--- config.mk ---
export PLATFORM = sky130hd
export DESIGN_NAME = tap_event_detector
export DESIGN_NICKNAME = d
export VERILOG_FILES = /design/src/rtl/tapdet_pkg.sv /design/src/rtl/tapdet_axis_cmp.sv /design/src/rtl/tapdet_timer.sv /design/src/rtl/tapdet_fsm.sv /design/src/rtl/tap_event_detector.sv
export SDC_FILE = /design/constraint.sdc
export NUM_CORES = 1
export LEC_CHECK = 0
export BUFFER_PORTS_ARGS = -buffer_cell sky130_fd_sc_hd__buf_2
export CORE_MARGIN = 10
export CORE_UTILIZATION = 47
export DETAILED_ROUTE_END_ITERATION = 7
export GPL_TIMING_DRIVEN = 1
export PLACE_DENSITY = 0.76
export SYNTH_ARGS = -nofsm -noshare
export SYNTH_HDL_FRONTEND = slang
export SYNTH_SLANG_ARGS = --single-unit
--- constraint.sdc ---
create_clock -name clk -period 3.75 [get_ports clk]
set_input_delay 0.375 -clock clk [delete_from_list [all_inputs] [get_ports clk]]
set_output_delay 0.375 -clock clk [all_outputs]
set_load 0.02 [all_outputs]
--- src/rtl/tapdet_pkg.sv ---
package tapdet_pkg;
   typedef enum logic [2:0] {
      ST_IDLE,
      ST_TAP1,
      ST_LAT,
      ST_WIN,
      ST_TAP2,
      ST_WAITLOW
   } tap_state_t;
endpackage

--- src/rtl/tapdet_axis_cmp.sv ---
module tapdet_axis_cmp #(
   parameter int SAMPLE_W  = 16,
   parameter int AXES      = 3,
   parameter int THR_W     = 8,
   parameter int THR_SHIFT = 4
) (
   input  logic [AXES*SAMPLE_W-1:0] samples,
   input  logic [THR_W-1:0]         thresh,
   input  logic [AXES-1:0]          axis_en,
   output logic [AXES-1:0]          axis_hi
);
   localparam int LIMIT_W = THR_W + THR_SHIFT;

   if (LIMIT_W > SAMPLE_W) begin : g_bad_width
      $error("scaled threshold wider than sample");
   end

   logic [SAMPLE_W-1:0] limit;
   assign limit = SAMPLE_W'(thresh) << THR_SHIFT;

   for (genvar g = 0; g < AXES; g++) begin : g_axis
      logic [SAMPLE_W-1:0] raw;
      logic [SAMPLE_W-1:0] mag;
      assign raw = samples[g*SAMPLE_W +: SAMPLE_W];
      assign mag = raw[SAMPLE_W-1] ? (~raw + 1'b1) : raw;
      assign axis_hi[g] = axis_en[g] && (mag > limit);
   end
endmodule

--- src/rtl/tapdet_timer.sv ---
module tapdet_timer #(
   parameter int CNT_W = 9
) (
   input  logic             clk,
   input  logic             rst_n,
   input  logic             clr,
   input  logic             tick,
   output logic [CNT_W-1:0] cnt,
   output logic [CNT_W-1:0] cnt_inc
);
   assign cnt_inc = cnt + 1'b1;

   always_ff @(posedge clk) begin
      if (!rst_n || clr)
         cnt <= '0;
      else if (tick && cnt != '1)
         cnt <= cnt_inc;
   end
endmodule

--- src/rtl/tapdet_fsm.sv ---
module tapdet_fsm
   import tapdet_pkg::*;
#(
   parameter int AXES   = 3,
   parameter int TIME_W = 8,
   localparam int CNT_W = TIME_W + 1
) (
   input  logic              clk,
   input  logic              rst_n,
   input  logic              smp_valid,
   input  logic [AXES-1:0]   axis_hi,
   input  logic              tick,
   input  logic [TIME_W-1:0] dur_lim,
   input  logic [TIME_W-1:0] lat_lim,
   input  logic [TIME_W-1:0] win_lim,
   input  logic [AXES-1:0]   axis_en,
   input  logic              suppress,
   input  logic              single_en,
   input  logic              double_en,
   input  logic [CNT_W-1:0]  cnt_inc,
   output logic              tmr_clr,
   output logic              single_q,
   output logic              double_q,
   output logic [AXES-1:0]   src_q
);
   tap_state_t state, nxt;
   logic above, fall, hi_q, cap, fire_s, fire_d, dbl_ok;
   logic [CNT_W-1:0] dur9, lat9, win9;

   assign above  = smp_valid && (|axis_hi);
   assign fall   = smp_valid && !(|axis_hi);
   assign dur9   = {1'b0, dur_lim};
   assign lat9   = {lat_lim, 1'b0};
   assign win9   = {win_lim, 1'b0};
   assign dbl_ok = double_en && (lat_lim != '0) && (win_lim != '0);

   always_comb begin
      nxt     = state;
      tmr_clr = 1'b0;
      fire_s  = 1'b0;
      fire_d  = 1'b0;
      cap     = 1'b0;
      unique case (state)
         ST_IDLE: begin
            tmr_clr = 1'b1;
            if (above && dur_lim != '0) begin
               nxt = ST_TAP1;
               cap = 1'b1;
            end
         end
         ST_TAP1: begin
            if (tick && cnt_inc >= dur9)
               nxt = ST_WAITLOW;
            else if (fall) begin
               tmr_clr = 1'b1;
               if (dbl_ok)
                  nxt = ST_LAT;
               else begin
                  nxt    = ST_IDLE;
                  fire_s = single_en;
               end
            end
         end
         ST_LAT: begin
            if (suppress && above) begin
               fire_s = single_en;
               nxt    = ST_WAITLOW;
            end else if (tick && cnt_inc >= lat9) begin
               tmr_clr = 1'b1;
               if (hi_q) begin
                  fire_s = single_en;
                  nxt    = ST_WAITLOW;
               end else
                  nxt = ST_WIN;
            end
         end
         ST_WIN: begin
            if (above) begin
               tmr_clr = 1'b1;
               cap     = 1'b1;
               nxt     = ST_TAP2;
            end else if (tick && cnt_inc >= win9) begin
               fire_s = single_en;
               nxt    = ST_IDLE;
            end
         end
         ST_TAP2: begin
            if (tick && cnt_inc >= dur9) begin
               fire_s = single_en;
               nxt    = ST_WAITLOW;
            end else if (fall) begin
               fire_s = single_en;
               fire_d = double_en;
               nxt    = ST_IDLE;
            end
         end
         ST_WAITLOW: begin
            if (fall) nxt = ST_IDLE;
         end
         default: nxt = ST_IDLE;
      endcase
   end

   always_ff @(posedge clk) begin
      if (!rst_n) begin
         state    <= ST_IDLE;
         hi_q     <= 1'b0;
         single_q <= 1'b0;
         double_q <= 1'b0;
         src_q    <= '0;
      end else begin
         state    <= nxt;
         single_q <= fire_s;
         double_q <= fire_d;
         if (smp_valid) hi_q <= |axis_hi;
         if (cap) src_q <= axis_hi;
      end
   end

   assert_dbl_with_single_R4: assert property (@(posedge clk) disable iff (!rst_n)
      double_q |-> single_q);
   assert_dbl_after_tap2_R4: assert property (@(posedge clk) disable iff (!rst_n)
      double_q |-> ($past(state) == ST_TAP2));
   assert_pulse_width_R12: assert property (@(posedge clk) disable iff (!rst_n)
      (single_q || double_q) |=> !(single_q || double_q));
   assert_src_hold_R11: assert property (@(posedge clk) disable iff (!rst_n)
      ($past(state) != ST_IDLE && $past(state) != ST_WIN) |-> $stable(src_q));
   assert_src_masked_R11: assert property (@(posedge clk) disable iff (!rst_n)
      !$stable(src_q) |-> ((src_q & ~$past(axis_en)) == '0));
   assert_zero_dur_idle_R10: assert property (@(posedge clk) disable iff (!rst_n)
      (state == ST_IDLE && dur_lim == '0) |=> (state == ST_IDLE));
endmodule

--- src/rtl/tap_event_detector.sv ---
module tap_event_detector #(
   parameter int SAMPLE_W  = 16,
   parameter int AXES      = 3,
   parameter int THR_W     = 8,
   parameter int THR_SHIFT = 4,
   parameter int TIME_W    = 8
) (
   input  logic                     clk,
   input  logic                     rst_n,
   input  logic                     smp_valid,
   input  logic [AXES*SAMPLE_W-1:0] smp_data,
   input  logic                     tick,
   input  logic [THR_W-1:0]         thresh,
   input  logic [TIME_W-1:0]        dur_lim,
   input  logic [TIME_W-1:0]        lat_lim,
   input  logic [TIME_W-1:0]        win_lim,
   input  logic [AXES-1:0]          axis_en,
   input  logic                     suppress,
   input  logic                     single_en,
   input  logic                     double_en,
   output logic                     single_pulse,
   output logic                     double_pulse,
   output logic [AXES-1:0]          src_axes
);
   localparam int CNT_W = TIME_W + 1;

   if (AXES < 1) begin : g_bad_axes
      $error("at least one axis required");
   end
   if (TIME_W < 1) begin : g_bad_time
      $error("time width must be positive");
   end

   logic [AXES-1:0]  axis_hi;
   logic [CNT_W-1:0] cnt, cnt_inc;
   logic             tmr_clr;

   tapdet_axis_cmp #(
      .SAMPLE_W (SAMPLE_W),
      .AXES     (AXES),
      .THR_W    (THR_W),
      .THR_SHIFT(THR_SHIFT)
   ) cmp_i (
      .samples(smp_data),
      .thresh (thresh),
      .axis_en(axis_en),
      .axis_hi(axis_hi)
   );

   tapdet_timer #(.CNT_W(CNT_W)) tmr_i (
      .clk    (clk),
      .rst_n  (rst_n),
      .clr    (tmr_clr),
      .tick   (tick),
      .cnt    (cnt),
      .cnt_inc(cnt_inc)
   );

   tapdet_fsm #(.AXES(AXES), .TIME_W(TIME_W)) fsm_i (
      .clk      (clk),
      .rst_n    (rst_n),
      .smp_valid(smp_valid),
      .axis_hi  (axis_hi),
      .tick     (tick),
      .dur_lim  (dur_lim),
      .lat_lim  (lat_lim),
      .win_lim  (win_lim),
      .axis_en  (axis_en),
      .suppress (suppress),
      .single_en(single_en),
      .double_en(double_en),
      .cnt_inc  (cnt_inc),
      .tmr_clr  (tmr_clr),
      .single_q (single_pulse),
      .double_q (double_pulse),
      .src_q    (src_axes)
   );

   logic unused_cnt;
   assign unused_cnt = ^cnt;
endmodule

==> run metrics, run 1 <==
status complete, no violations; Yosys cell types 55; Detailed Route WL 8830 um; Top FF cell, synth dfxtp_1; first-pass GRT wire length approximately 14000 um; fraction of layout instances using a drive strength above 1 around 30%; CTS tree built; mapped cell area 2890 sq um; Slowest cell on crit path or4_4; Area Growth Syn to Fin 28.5%; critical path's largest stage delay between 0.5 and 0.6 ns; Clock transition at path regs ~0.080 ns; worst-margin pin slew 0.699 ns; CTS H-tree depth 1; commonest cells after routing, fill and taps aside buf_2, ha_1, inv_1, xnor2_1, nand2_1; full die area 9690 sq um; Seq cells post-synth 18; WHS Endpoint fsm_i.single_q$_SDFF_PN0_; vias per cell about 5.6; Pleak approximately 1.8 nW; Worst-Skew Late Latency roughly 0.26 ns; hold path start single_en; clk sinks 18; Reg2Reg Capture Point fsm_i.state[0]$_SDFFE_PN0P_; Chip Width ~100 um; Syn Inst Count roughly 380; root buffer cell clkbuf_8; critical path class primary input to flip-flop; antenna violations before repair 1; crit path max fanout 5; num ports 95; Yosys top cell area share a little over a fifth; final critical-path share of the clock period 97.6%; CP startpoint smp_data[34]; CP Capture Type flip-flop; largest net degree at the start of global routing 14; 1st-iter DRT viols 154; post-layout util approximately 62%; path depth of the worst reg2reg path 13; hold path cells 3; Min Hold Slack 0.319 ns; worst endpoint required time between 3 and 4 ns; PortBufs 94; Vias about 3200; Syn Nets about 520; GPL Wtd Cong approximately 0.89; Rel. slew slack roughly 53%; Placeable Area between 5000 and 6000 sq um; initial core utilization between 40% and 50%; Worst Skew between 0.007 and 0.008 ns; worst min-delay path category primary input to flip-flop; max_cap viols 0; Row Count 28; Final Hold Fails 0; CP Buf/Inv Count 3; Syn Area/Cell about 7.7 sq um; Worst Path Arrival between 3 and 4 ns; RR Startpoint tmr_i.cnt[1]$_SDFFE_PP0P_; Die Y between 90 and 100 um; number of global-route vias before repair 3129; Max Freq 273 MHz; YS warnings 0; CTS buffer count 3; GRT Total Usage 16.8%; Max Buffers Root-to-Sink 2; Critical Path Start Type primary input; DRC viols 0; max-slew violations 0; crit-path cells buf_2 -> or4_4 -> or3_4 -> nand2_1 -> xnor2_1 -> ha_1 -> a211oi_2 -> nor2_2 -> nor4bb_1 -> o21ai_1 -> a222oi_1 -> buf_4 -> buf_6 -> a22o_4 -> a31oi_2 -> o41ai_2; Routed WL per cell 15.8 um; Design Power roughly 0.00088 W; setup violators final 0; final net count about 630; worst reg2reg setup slack about 0.35 ns; Power Density roughly 240 nW/um^2; Top delay family on crit path simple AND/OR/NAND/NOR gates; post-DP HPWL around 7500 um; number of flops mapped to enable cells by yosys 0; post-synthesis sequential area ratio approximately an eighth; Yosys top cell by area ha_1; most common cell after layout, fill and taps aside buf_2; VDD IR-drop max around 0.00015 V; min Tclk post-route between 3 and 4 ns; drt first pass iters 4; Detail Route Antenna Nets 0; GR Overflow Total 0; Synth async-reset ratio 0%; hold buffers post-CTS 0; top post-synthesis cells by area ha_1, dfxtp_1, xnor2_1
Yosys cell counts, drive strengths merged (3+ instances only):
library cell	count
a31oi	4
dfxtp	18
nand2b	5
or3	6
clkbuf	9
or2	3
ha	50
and2	5
nand3	9
nor2	24
inv	36
a21oi	14
xor2	10
o21a	3
nor4	10
nand4	10
o31ai	8
a21o	3
and3	5
or4	9
nand2	24
o211ai	7
nor2b	7
nor3	9
mux2i	6
o41ai	3
a211oi	6
xnor2	26
o21ai	22
per-stage QoR:
| stage | setup slack, ns | setup TNS, ns | instance area (sq um) | instances |
|---|---|---|---|---|
| after floorplan | 0.0287 | 0 | 2890 | 377 |
| after global placement | -0.151 | -0.620 | 3540 | 553 |
| after detailed placement | -0.252 | -2.77 | 3540 | 553 |
| after CTS | 0.0353 | 0 | 3600 | 557 |
| after global routing | -0.0176 | -0.0724 | 3710 | 560 |
| final | 0.0918 | 0 | 3710 | 560 |
report_power, final:
group          total, W  switching, W  internal, W
Combinational  0.000481      0.000255     0.000226
Clock          0.000167     0.0000733    0.0000936
Sequential     0.000232     0.0000260     0.000206
Total          0.000880      0.000355     0.000525
flip-flops by register name (all words and copies together), names as in the netlist:
register / cells
fsm_i.state: 3
fsm_i.src_q: 3
fsm_i.double_q: 1
fsm_i.single_q: 1
fsm_i.hi_q: 1
tmr_i.cnt: 9
cell families after synthesis:
kind of cell,Yosys count,synth area share (%)
AND/OR/NAND/NOR,132,24.5
AO/OA/AOI/OAI,88,21.9
adder cells (fa/ha/maj),50,21.6
buffers and inverters,46,6.10
XOR/XNOR,36,10.9
flip-flops,18,12.5
multiplexers,7,2.47
worst max-delay path by stage:
stage / endpoint / slack (ns) / cells after the start
floorplan: fsm_i.state[0]$_SDFFE_PN0P_ / 0.03 / 14
detailed placement: fsm_i.state[0]$_SDFFE_PN0P_ / -0.25 / 15
finish: fsm_i.state[0]$_SDFFE_PN0P_ / 0.09 / 16
global route: tmr_i.cnt[3]$_SDFFE_PP0P_ / -0.02 / 15
global placement: fsm_i.state[0]$_SDFFE_PN0P_ / -0.15 / 15
CTS: tmr_i.cnt[3]$_SDFFE_PP0P_ / 0.04 / 15
cell type report:
class                           instances  area (sq um)
Clock buffer                            4          55.1
Timing Repair Buffer                  112           609
Multi-Input combinational cell        314          2460
Inverter                               36           135
Antenna cell                            1          2.50
Tap cell                               75          93.8
Sequential cell                        18           360
Fill cell                             549          2240
layer usage:
| layer | track usage [%] | part of all wire [%] | vias up |
|---|---|---|---|
| li1 | - | - | 1615 |
| met1 | 20.3 | 45 | 1450 |
| met2 | 29.2 | 48 | 76 |
| met3 | 3.98 | 5.3 | 12 |
| met4 | 3.97 | 1.7 | 0 |
| met5 | 0 | 0 | - |
tightest hold or removal path, stage by stage:
cell and delay, ns:
buf_2 0.09, nand2_1 0.04, a21oi_1 0.03
what timing repair did:
| item | in CTS | in global routing |
|---|---|---|
| resized for setup | 2 | 23 |
| pin swaps | 1 | 15 |
| endpoints found under the setup margin | 2 | 16 |
| cloned | 0 | 1 |
| buffers inserted | 0 | 1 |
No activity file was read; power rests on OpenSTA's default activity.
==> inputs of run 2 (changes only) <==
--- a/config.mk
+++ b/config.mk
@@ -5,12 +5,13 @@
 export SDC_FILE = /design/constraint.sdc
 export NUM_CORES = 1
 export LEC_CHECK = 0
+export ABC_AREA = 1
 export BUFFER_PORTS_ARGS = -buffer_cell sky130_fd_sc_hd__buf_2
 export CORE_MARGIN = 10
-export CORE_UTILIZATION = 47
+export CORE_UTILIZATION = 49
 export DETAILED_ROUTE_END_ITERATION = 7
 export GPL_TIMING_DRIVEN = 1
-export PLACE_DENSITY = 0.76
+export PLACE_DENSITY = 0.77
 export SYNTH_ARGS = -nofsm -noshare
 export SYNTH_HDL_FRONTEND = slang
 export SYNTH_SLANG_ARGS = --single-unit
==> run 2 against run 1 <==
Die area rose by 10%. Sequential power is essentially flat. Final cell count increased by 34%. Final area increased by 8.7%. Worst hold slack improved by 0.070 ns. Critical endpoint unchanged. Register-to-register slack improved by 0.30 ns. Count of clock-buffer cells in the layout unchanged. Synthesized area grew 18%. Synthesized cell count is 50% higher. Clock power decreased by 3%. Worst setup slack gained 0.55 ns. Via count increased by 22%.
==> run metrics, run 2 <==
CTS buffer count 3 (unchanged); clk sinks 18 (unchanged); PortBufs 94 (unchanged); worst reg2reg setup slack 0.65 ns (+0.30 ns); worst slack at placement 0.708 ns (+0.960 ns); max-slew violations 0 (unchanged); Area Growth Syn to Fin 18.3%; 1st-iter DRT viols 175 (+14%); drt first pass iters 5 (+1); vias per cell 5.09 (-9.6%); Synth async-reset ratio 0% (unchanged); crit path capture fsm_i.state[0]$_SDFFE_PN0P_; Worst Skew 0.00179 ns (-0.00551 ns); path depth of the worst reg2reg path 19 (+6); Detailed Route WL 9430 um (+6.8%); GR Overflow Total 0 (unchanged); VDD IR-drop max 0.000110 V (-29%); min Tclk post-route 3.10 ns (-0.554 ns); most common cell after layout, fill and taps aside nand2_1; final critical-path share of the clock period 82.8% (-15 points); CTS tree built; final cell count without fillers 753 (+34%); max_cap viols 0 (unchanged); Crit. path cell count 19 (+3); first-pass GRT wire length 15800 um (+11%); Routed WL per cell 12.5 um (-21%); commonest cells after routing, fill and taps aside nand2_1, buf_2, inv_1, nor2_1, ha_1; antenna violations before repair 0 (-1); Worst-Skew Late Latency 0.26 ns (about the same); Yosys top cell area share 18.3% (-3.3 points); critical path class flip-flop to flip-flop; full die area 10700 sq um (+10%); Top FF cell, synth dfxtp_1; Syn Inst Count 564 (+50%); Top reg by flops tmr_i.cnt; max reg flops 9 (unchanged); Worst Path Arrival 3.25 ns (-0.58 ns); number of global-route vias before repair 3697 (+18%); Die Y 103 um (+5.1%); Final TNS setup 0 ns (unchanged); Post-Place Cell Area 3980 sq um (+12%); top post-synthesis cells by area ha_1, nand2_1, dfxtp_1; Detail Route Antenna Nets 0 (unchanged); Critical Path Start Type flip-flop; Final Hold Fails 0 (unchanged); critical path's largest stage delay 0.45 ns (-0.10 ns); final net count 798 (+28%); DRC viols 0 (unchanged); Power Density 212 nW/um^2 (-10%); worst-margin pin slew 0.784 ns (+0.0854 ns); root buffer cell clkbuf_8; Max Freq 322 MHz (+18%); Row Count 30 (+7.1%); count leader, synth nand2_1; Yosys top cell by area ha_1; Pleak 2.23 nW (+23%); num ports 95 (unchanged); largest net degree at the start of global routing 16 (+2); Seq cells post-synth 18 (unchanged); Slowest cell on crit path dfxtp_1; Syn Area/Cell 6.05 sq um (-21%); Post-CTS Setup Inserts 0 (unchanged); Rel. slew slack 47.5% (-5.8 points); setup violators final 0 (unchanged); crit-path cells ha_1 -> nand3_1 -> nor2_1 -> inv_1 -> nor2_1 -> xor2_1 -> inv_1 -> ha_1 -> a21o_1 -> a211oi_1 -> nand4_1 -> nand2_1 -> inv_1 -> nand2_1 -> o21ai_0 -> nor2_1 -> o21ai_0 -> a31oi_1 -> nor2_1; RR Startpoint tmr_i.cnt[0]$_SDFFE_PP0P_; post-DP HPWL 8350 um (+12%); # diodes 0 (-1); worst endpoint required time 3.90 ns (-0.03 ns); biggest regs tmr_i.cnt x9, fsm_i.src_q x3, fsm_i.state x3; Synth top cells by count nand2_1, inv_1, nor2_1, ha_1; Top cell by count, worst path nor2_1; crit path max fanout 6 (+1); post-synthesis sequential area ratio 10.6% (-1.9 points); CP Buf/Inv Count 3 (unchanged); Fillers 679 (+24%); number of flops mapped to enable cells by yosys 0 (unchanged); Syn Nets 704 (+36%); Top delay family on crit path simple AND/OR/NAND/NOR gates; Clock transition at path regs 0.07 ns (about the same); YS warnings 0 (unchanged); Placeable Area 6790 sq um (+14%); GPL Wtd Cong 0.980 (+10%); Yosys cell types 40 (-27%); CP Capture Type flip-flop; Max Buffers Root-to-Sink 2 (unchanged); mapped cell area 3410 sq um (+18%); RSZ-0062 raised after global routing false; Vias 3831 (+22%); GRT Total Usage 17.7% (+0.83 points); hold buffers post-CTS 0 (unchanged); DP Cell Count 749 (+35%); design area 4040 sq um (+8.7%); worst min-delay path category primary input to flip-flop; fraction of layout instances using a drive strength above 1 20.7% (-8.8 points); initial core utilization 50.2% (+1.7 points); CP startpoint tmr_i.cnt[0]$_SDFFE_PP0P_; CTS H-tree depth 1 (unchanged); final worst slack 0.646 ns (+0.554 ns); Chip Width 103 um (+5.1%); Reg2Reg Capture Point fsm_i.state[0]$_SDFFE_PN0P_; CTS resizes 0 (-2); status complete, no violations
-- run 2: cell types whose count changed after synthesis, moves of 7 or more --
cell     before  now
nand2_1      24  130
inv_1        36   90
nor2_1       24   78
nand3_1       9   27
a21oi_1      14   27
xnor2_1      26   13
nor2_2        0   11
nand2_2       0    8
o31ai_1       8    0
or4_1         8    0
nor2b_1       7    0
xor2_1       10   17
-- run 2: where the power goes --
group          internal, W  switching (W)
clock            0.0000934      0.0000687
sequential        0.000210      0.0000192
combinational     0.000187       0.000279
total             0.000490       0.000367
-- run 2: routing by layer --
metal	share of wire, %	track usage, %	wire, um	up-vias
li1	-	-	-	2023
met2	48	31.4	4490	114
met4	1.6	4.17	155	0
met5	0	0	0	-
met1	44	21.6	4200	1678
met3	6.3	2.79	595	16
-- run 2: logic make-up (layout without fill, tap and decap cells) --
family | Yosys count | in the layout | share of synthesized area [%]
compound gates | 68 | 68 | 11.8
xor+xnor | 30 | 30 | 7.70
fa+ha+maj | 50 | 50 | 18.3
buf+inv | 98 | 191 | 10.9
flops | 18 | 18 | 10.6
simple gates | 300 | 300 | 40.7
-- run 2: per-stage QoR --
stage / utilization (%) / power (W) / hold WS, ns
floorplan: - / 0.000544 / 0.454
detailed placement: 58.6 / 0.000692 / 0.482
finish: 59.4 / 0.000857 / 0.389
global route: 59.4 / 0.000940 / 0.390
CTS: 59.4 / 0.000860 / 0.385
global placement: 58.6 / 0.000679 / 0.476
-- run 2: layout make-up --
type,count,area (sq um),area share (%)
flip-flops and latches,18,360,8.93
inverters,93,349,8.65
repair buffers,94,470,11.7
well taps,96,120,2.98
clock buffers,4,55.1,1.36
multi-input cells,448,2680,66.4
-- run 2: worst min-delay path by stage --
stage / from / endpoint / depth (start not counted)
after global routing: single_en / fsm_i.single_q$_SDFF_PN0_ / 3
after floorplan: tmr_i.cnt[8]$_SDFFE_PP0P_ / tmr_i.cnt[8]$_SDFFE_PP0P_ / 2
after detailed placement: fsm_i.hi_q$_SDFFE_PN0P_ / fsm_i.hi_q$_SDFFE_PN0P_ / 2
final: single_en / fsm_i.single_q$_SDFF_PN0_ / 3
after CTS: single_en / fsm_i.single_q$_SDFF_PN0_ / 3
after global placement: tmr_i.cnt[8]$_SDFFE_PP0P_ / tmr_i.cnt[8]$_SDFFE_PP0P_ / 2
-- run 2: worst reg2reg max path, cell delays in order, from the launching register on --
cell      delay [ns]
dfxtp_1         0.45
ha_1            0.23
nand3_1         0.11
nor2_1          0.11
inv_1           0.07
nor2_1          0.12
xor2_1          0.20
inv_1           0.11
ha_1            0.32
a21o_1          0.17
a211oi_1        0.20
nand4_1         0.11
nand2_1         0.13
inv_1           0.07
nand2_1         0.07
o21ai_0         0.08
nor2_1          0.08
o21ai_0         0.11
a31oi_1         0.19
nor2_1          0.06
==> inputs of run 3 (changes only) <==
--- a/config.mk
+++ b/config.mk
@@ -5,13 +5,13 @@
 export SDC_FILE = /design/constraint.sdc
 export NUM_CORES = 1
 export LEC_CHECK = 0
-export ABC_AREA = 1
+export ABC_AREA = 0
 export BUFFER_PORTS_ARGS = -buffer_cell sky130_fd_sc_hd__buf_2
 export CORE_MARGIN = 10
-export CORE_UTILIZATION = 49
+export CORE_UTILIZATION = 47
 export DETAILED_ROUTE_END_ITERATION = 7
 export GPL_TIMING_DRIVEN = 1
-export PLACE_DENSITY = 0.77
+export PLACE_DENSITY = 0.76
 export SYNTH_ARGS = -nofsm -noshare
 export SYNTH_HDL_FRONTEND = slang
 export SYNTH_SLANG_ARGS = --single-unit
==> constraint.sdc (replaced) <==
create_clock -name clk -period 2.5 [get_ports clk]
set_input_delay 0.25 -clock clk [delete_from_list [all_inputs] [get_ports clk]]
set_output_delay 0.25 -clock clk [all_outputs]
set_load 0.02 [all_outputs]
==> run 3 against run 2 <==
The run now ends with negative setup slack left. Die area decreased by 9.5%. First-iteration DRC count decreased by 33%. Worst setup slack got worse by 1.7 ns. Largest power group unchanged.
==> run metrics, run 3 (synthesized netlist as in run 1, its figures left out) <==
worst reg2reg setup slack -0.66 ns (-1.31 ns); Top reg by flops tmr_i.cnt; Final TNS setup -18.10 ns (-18.10 ns); CTS H-tree depth 1 (unchanged); VDD IR-drop max 0.000266 V (+140%); Detailed Route WL 9670 um (+2.5%); root buffer cell clkbuf_8; final net count 683 (-14%); final worst slack -1.09 ns (-1.73 ns); initial core utilization 48.5% (-1.7 points); critical path class primary input to flip-flop; DRC viols 0 (unchanged); Max Buffers Root-to-Sink 2 (unchanged); Pleak 2.13 nW (-4.2%); Worst Skew 0.00621 ns (+0.00442 ns); hold path cells 3 (unchanged); crit path max fanout 7 (+1); commonest cells after routing, fill and taps aside buf_2, buf_4, ha_1, inv_1, xnor2_1; max-slew violations 0 (unchanged); post-layout util 71.3% (+12 points); hold buffers post-CTS 0 (unchanged); min Tclk post-route 3.59 ns; design area 4250 sq um (+5.3%); worst endpoint required time 2.69 ns (-1.21 ns); fraction of layout instances using a drive strength above 1 38.6% (+18 points); Min Hold Slack 0.225 ns (-0.164 ns); GRT Total Usage 18.8% (+1.1 points); 1st-iter DRT viols 117 (-33%); post-DP HPWL 8160 um (-2.2%); num ports 95 (unchanged); vias per cell 5.56 (+9.3%); Chip Width 98.4 um (-4.9%); RSZ-0062 raised after global routing true; max_cap viols 0 (unchanged); RR Startpoint tmr_i.cnt[0]$_SDFFE_PP0P_; Reg area 360 sq um (unchanged); hold path start single_en; Rel. slew slack 62.8% (+15 points); worst-margin pin slew 0.558 ns (-0.226 ns); Post-Place Cell Area 4010 sq um (+0.72%); number of global-route vias before repair 3490 (-5.6%); Clock transition at path regs 0.07 ns (about the same); PortBufs 94 (unchanged); worst slack at placement -1.33 ns (-2.04 ns); most common cell after layout, fill and taps aside buf_2; Critical Path Start Type primary input; biggest regs tmr_i.cnt x9, fsm_i.src_q x3, fsm_i.state x3; drt first pass iters 4 (-1); worst min-delay path category primary input to flip-flop; CTS buffer count 3 (unchanged); GPL Wtd Cong 0.950 (-3.1%); status complete, but fails checks; Routed WL per cell 15.7 um (+25%); Worst Path Arrival 3.78 ns (+0.53 ns); Area Growth Syn to Fin 47.0%; Final Hold Fails 0 (unchanged); Row Count 28 (-6.7%); full die area 9690 sq um (-9.5%); failing checks negative setup slack; CP Capture Type flip-flop; first-pass GRT wire length 15900 um (+0.44%); final critical-path share of the clock period 144%; Die Y 98.4 um (-4.9%); multi-input logic area 2540 sq um (-5.2%); CTS tree built; Detail Route Antenna Nets 0 (unchanged); antenna violations before repair 0 (unchanged); path depth of the worst reg2reg path 14 (-5); WHS Endpoint fsm_i.single_q$_SDFF_PN0_; largest net degree at the start of global routing 14 (-2); Reg2Reg Capture Point fsm_i.state[0]$_SDFFE_PN0P_; Fillers 486 (-28%); Max Freq ~280 MHz; clk sinks 18 (unchanged); Vias 3432 (-10%); Power Density 347 nW/um^2 (+63%); Worst-Skew Late Latency 0.26 ns (about the same); # diodes 0 (unchanged); GR Overflow Total 0 (unchanged); Placeable Area 5960 sq um (-12%); max reg flops 9 (unchanged); setup violators final 18 (+18)
-- run 3: cell count changes in the layout (fill, tap and decap cells not counted), sizes merged, moves of 23 or more --
| cell | change |
|---|---|
| nor2 | -67 |
| nand3 | -23 |
| nand2 | -115 |
| inv | -57 |
| buf | +76 |
-- run 3: power by group --
group | internal (W) | switching [W] | leakage, nW
registers | 0.000309 | 0.0000355 | 0.146
logic | 0.000440 | 0.000445 | 1.96
clock network | 0.000140 | 0.000103 | 0.0288
total | 0.000890 | 0.000584 | 2.13
-- run 3: critical path: stages --
cell	delay (ns)
buf_6	0.09
or4_4	0.55
or3_4	0.41
o31ai_4	0.18
xnor2_1	0.09
ha_1	0.31
nand4_1	0.12
or3_1	0.37
o21ai_1	0.10
o21ai_1	0.10
a222oi_1	0.30
buf_4	0.25
mux2i_4	0.29
buf_6	0.14
o211ai_4	0.09
nor2_1	0.13
-- run 3: worst max path at each step --
stage	from	endpoint	slack (ns)	depth (start not counted)
after floorplan	smp_data[35]	fsm_i.state[0]$_SDFFE_PN0P_	-0.97	14
after global routing	smp_data[35]	tmr_i.cnt[1]$_SDFFE_PP0P_	-1.20	16
after detailed placement	smp_data[3]	tmr_i.cnt[3]$_SDFFE_PP0P_	-1.33	15
after global placement	smp_data[35]	fsm_i.state[0]$_SDFFE_PN0P_	-1.16	15
final	smp_data[35]	tmr_i.cnt[7]$_SDFFE_PP0P_	-1.09	16
after CTS	smp_data[35]	tmr_i.cnt[3]$_SDFFE_PP0P_	-0.96	15
-- run 3: final cells by class --
class / instances / share of cell area, %
multi-input combinational: 314 / 59.8
timing repair buffer: 170 / 25.0
sequential: 18 / 8.48
inverter: 36 / 3.18
tap: 75 / 2.21
clock buffer: 4 / 1.30
-- run 3: routing by layer --
layer / vias to the layer above / part of all wire (%) / GRT usage, %
met3: 12 / 6.4 / 4.61
li1: 1728 / - / -
met2: 95 / 50 / 32.2
met5: - / 0 / 0
met1: 1597 / 42 / 23.1
met4: 0 / 1.2 / 4.30
-- run 3: stage by stage --
step | power [W] | std cells
3_5_place_dp | 0.00112 | 608
2_1_floorplan | 0.000809 | 377
5_1_grt | 0.00158 | 617
3_3_place_gp | 0.00109 | 608
4_1_cts | 0.00139 | 614
6_report | 0.00147 | 617
-- run 3: timing repair --
item,in CTS,in global routing
gates cloned,0,1
endpoints found under the setup margin,18,18
hold endpoints to repair,0,0
pin swaps,3,13
setup buffers,2,6
gates resized for setup,14,18
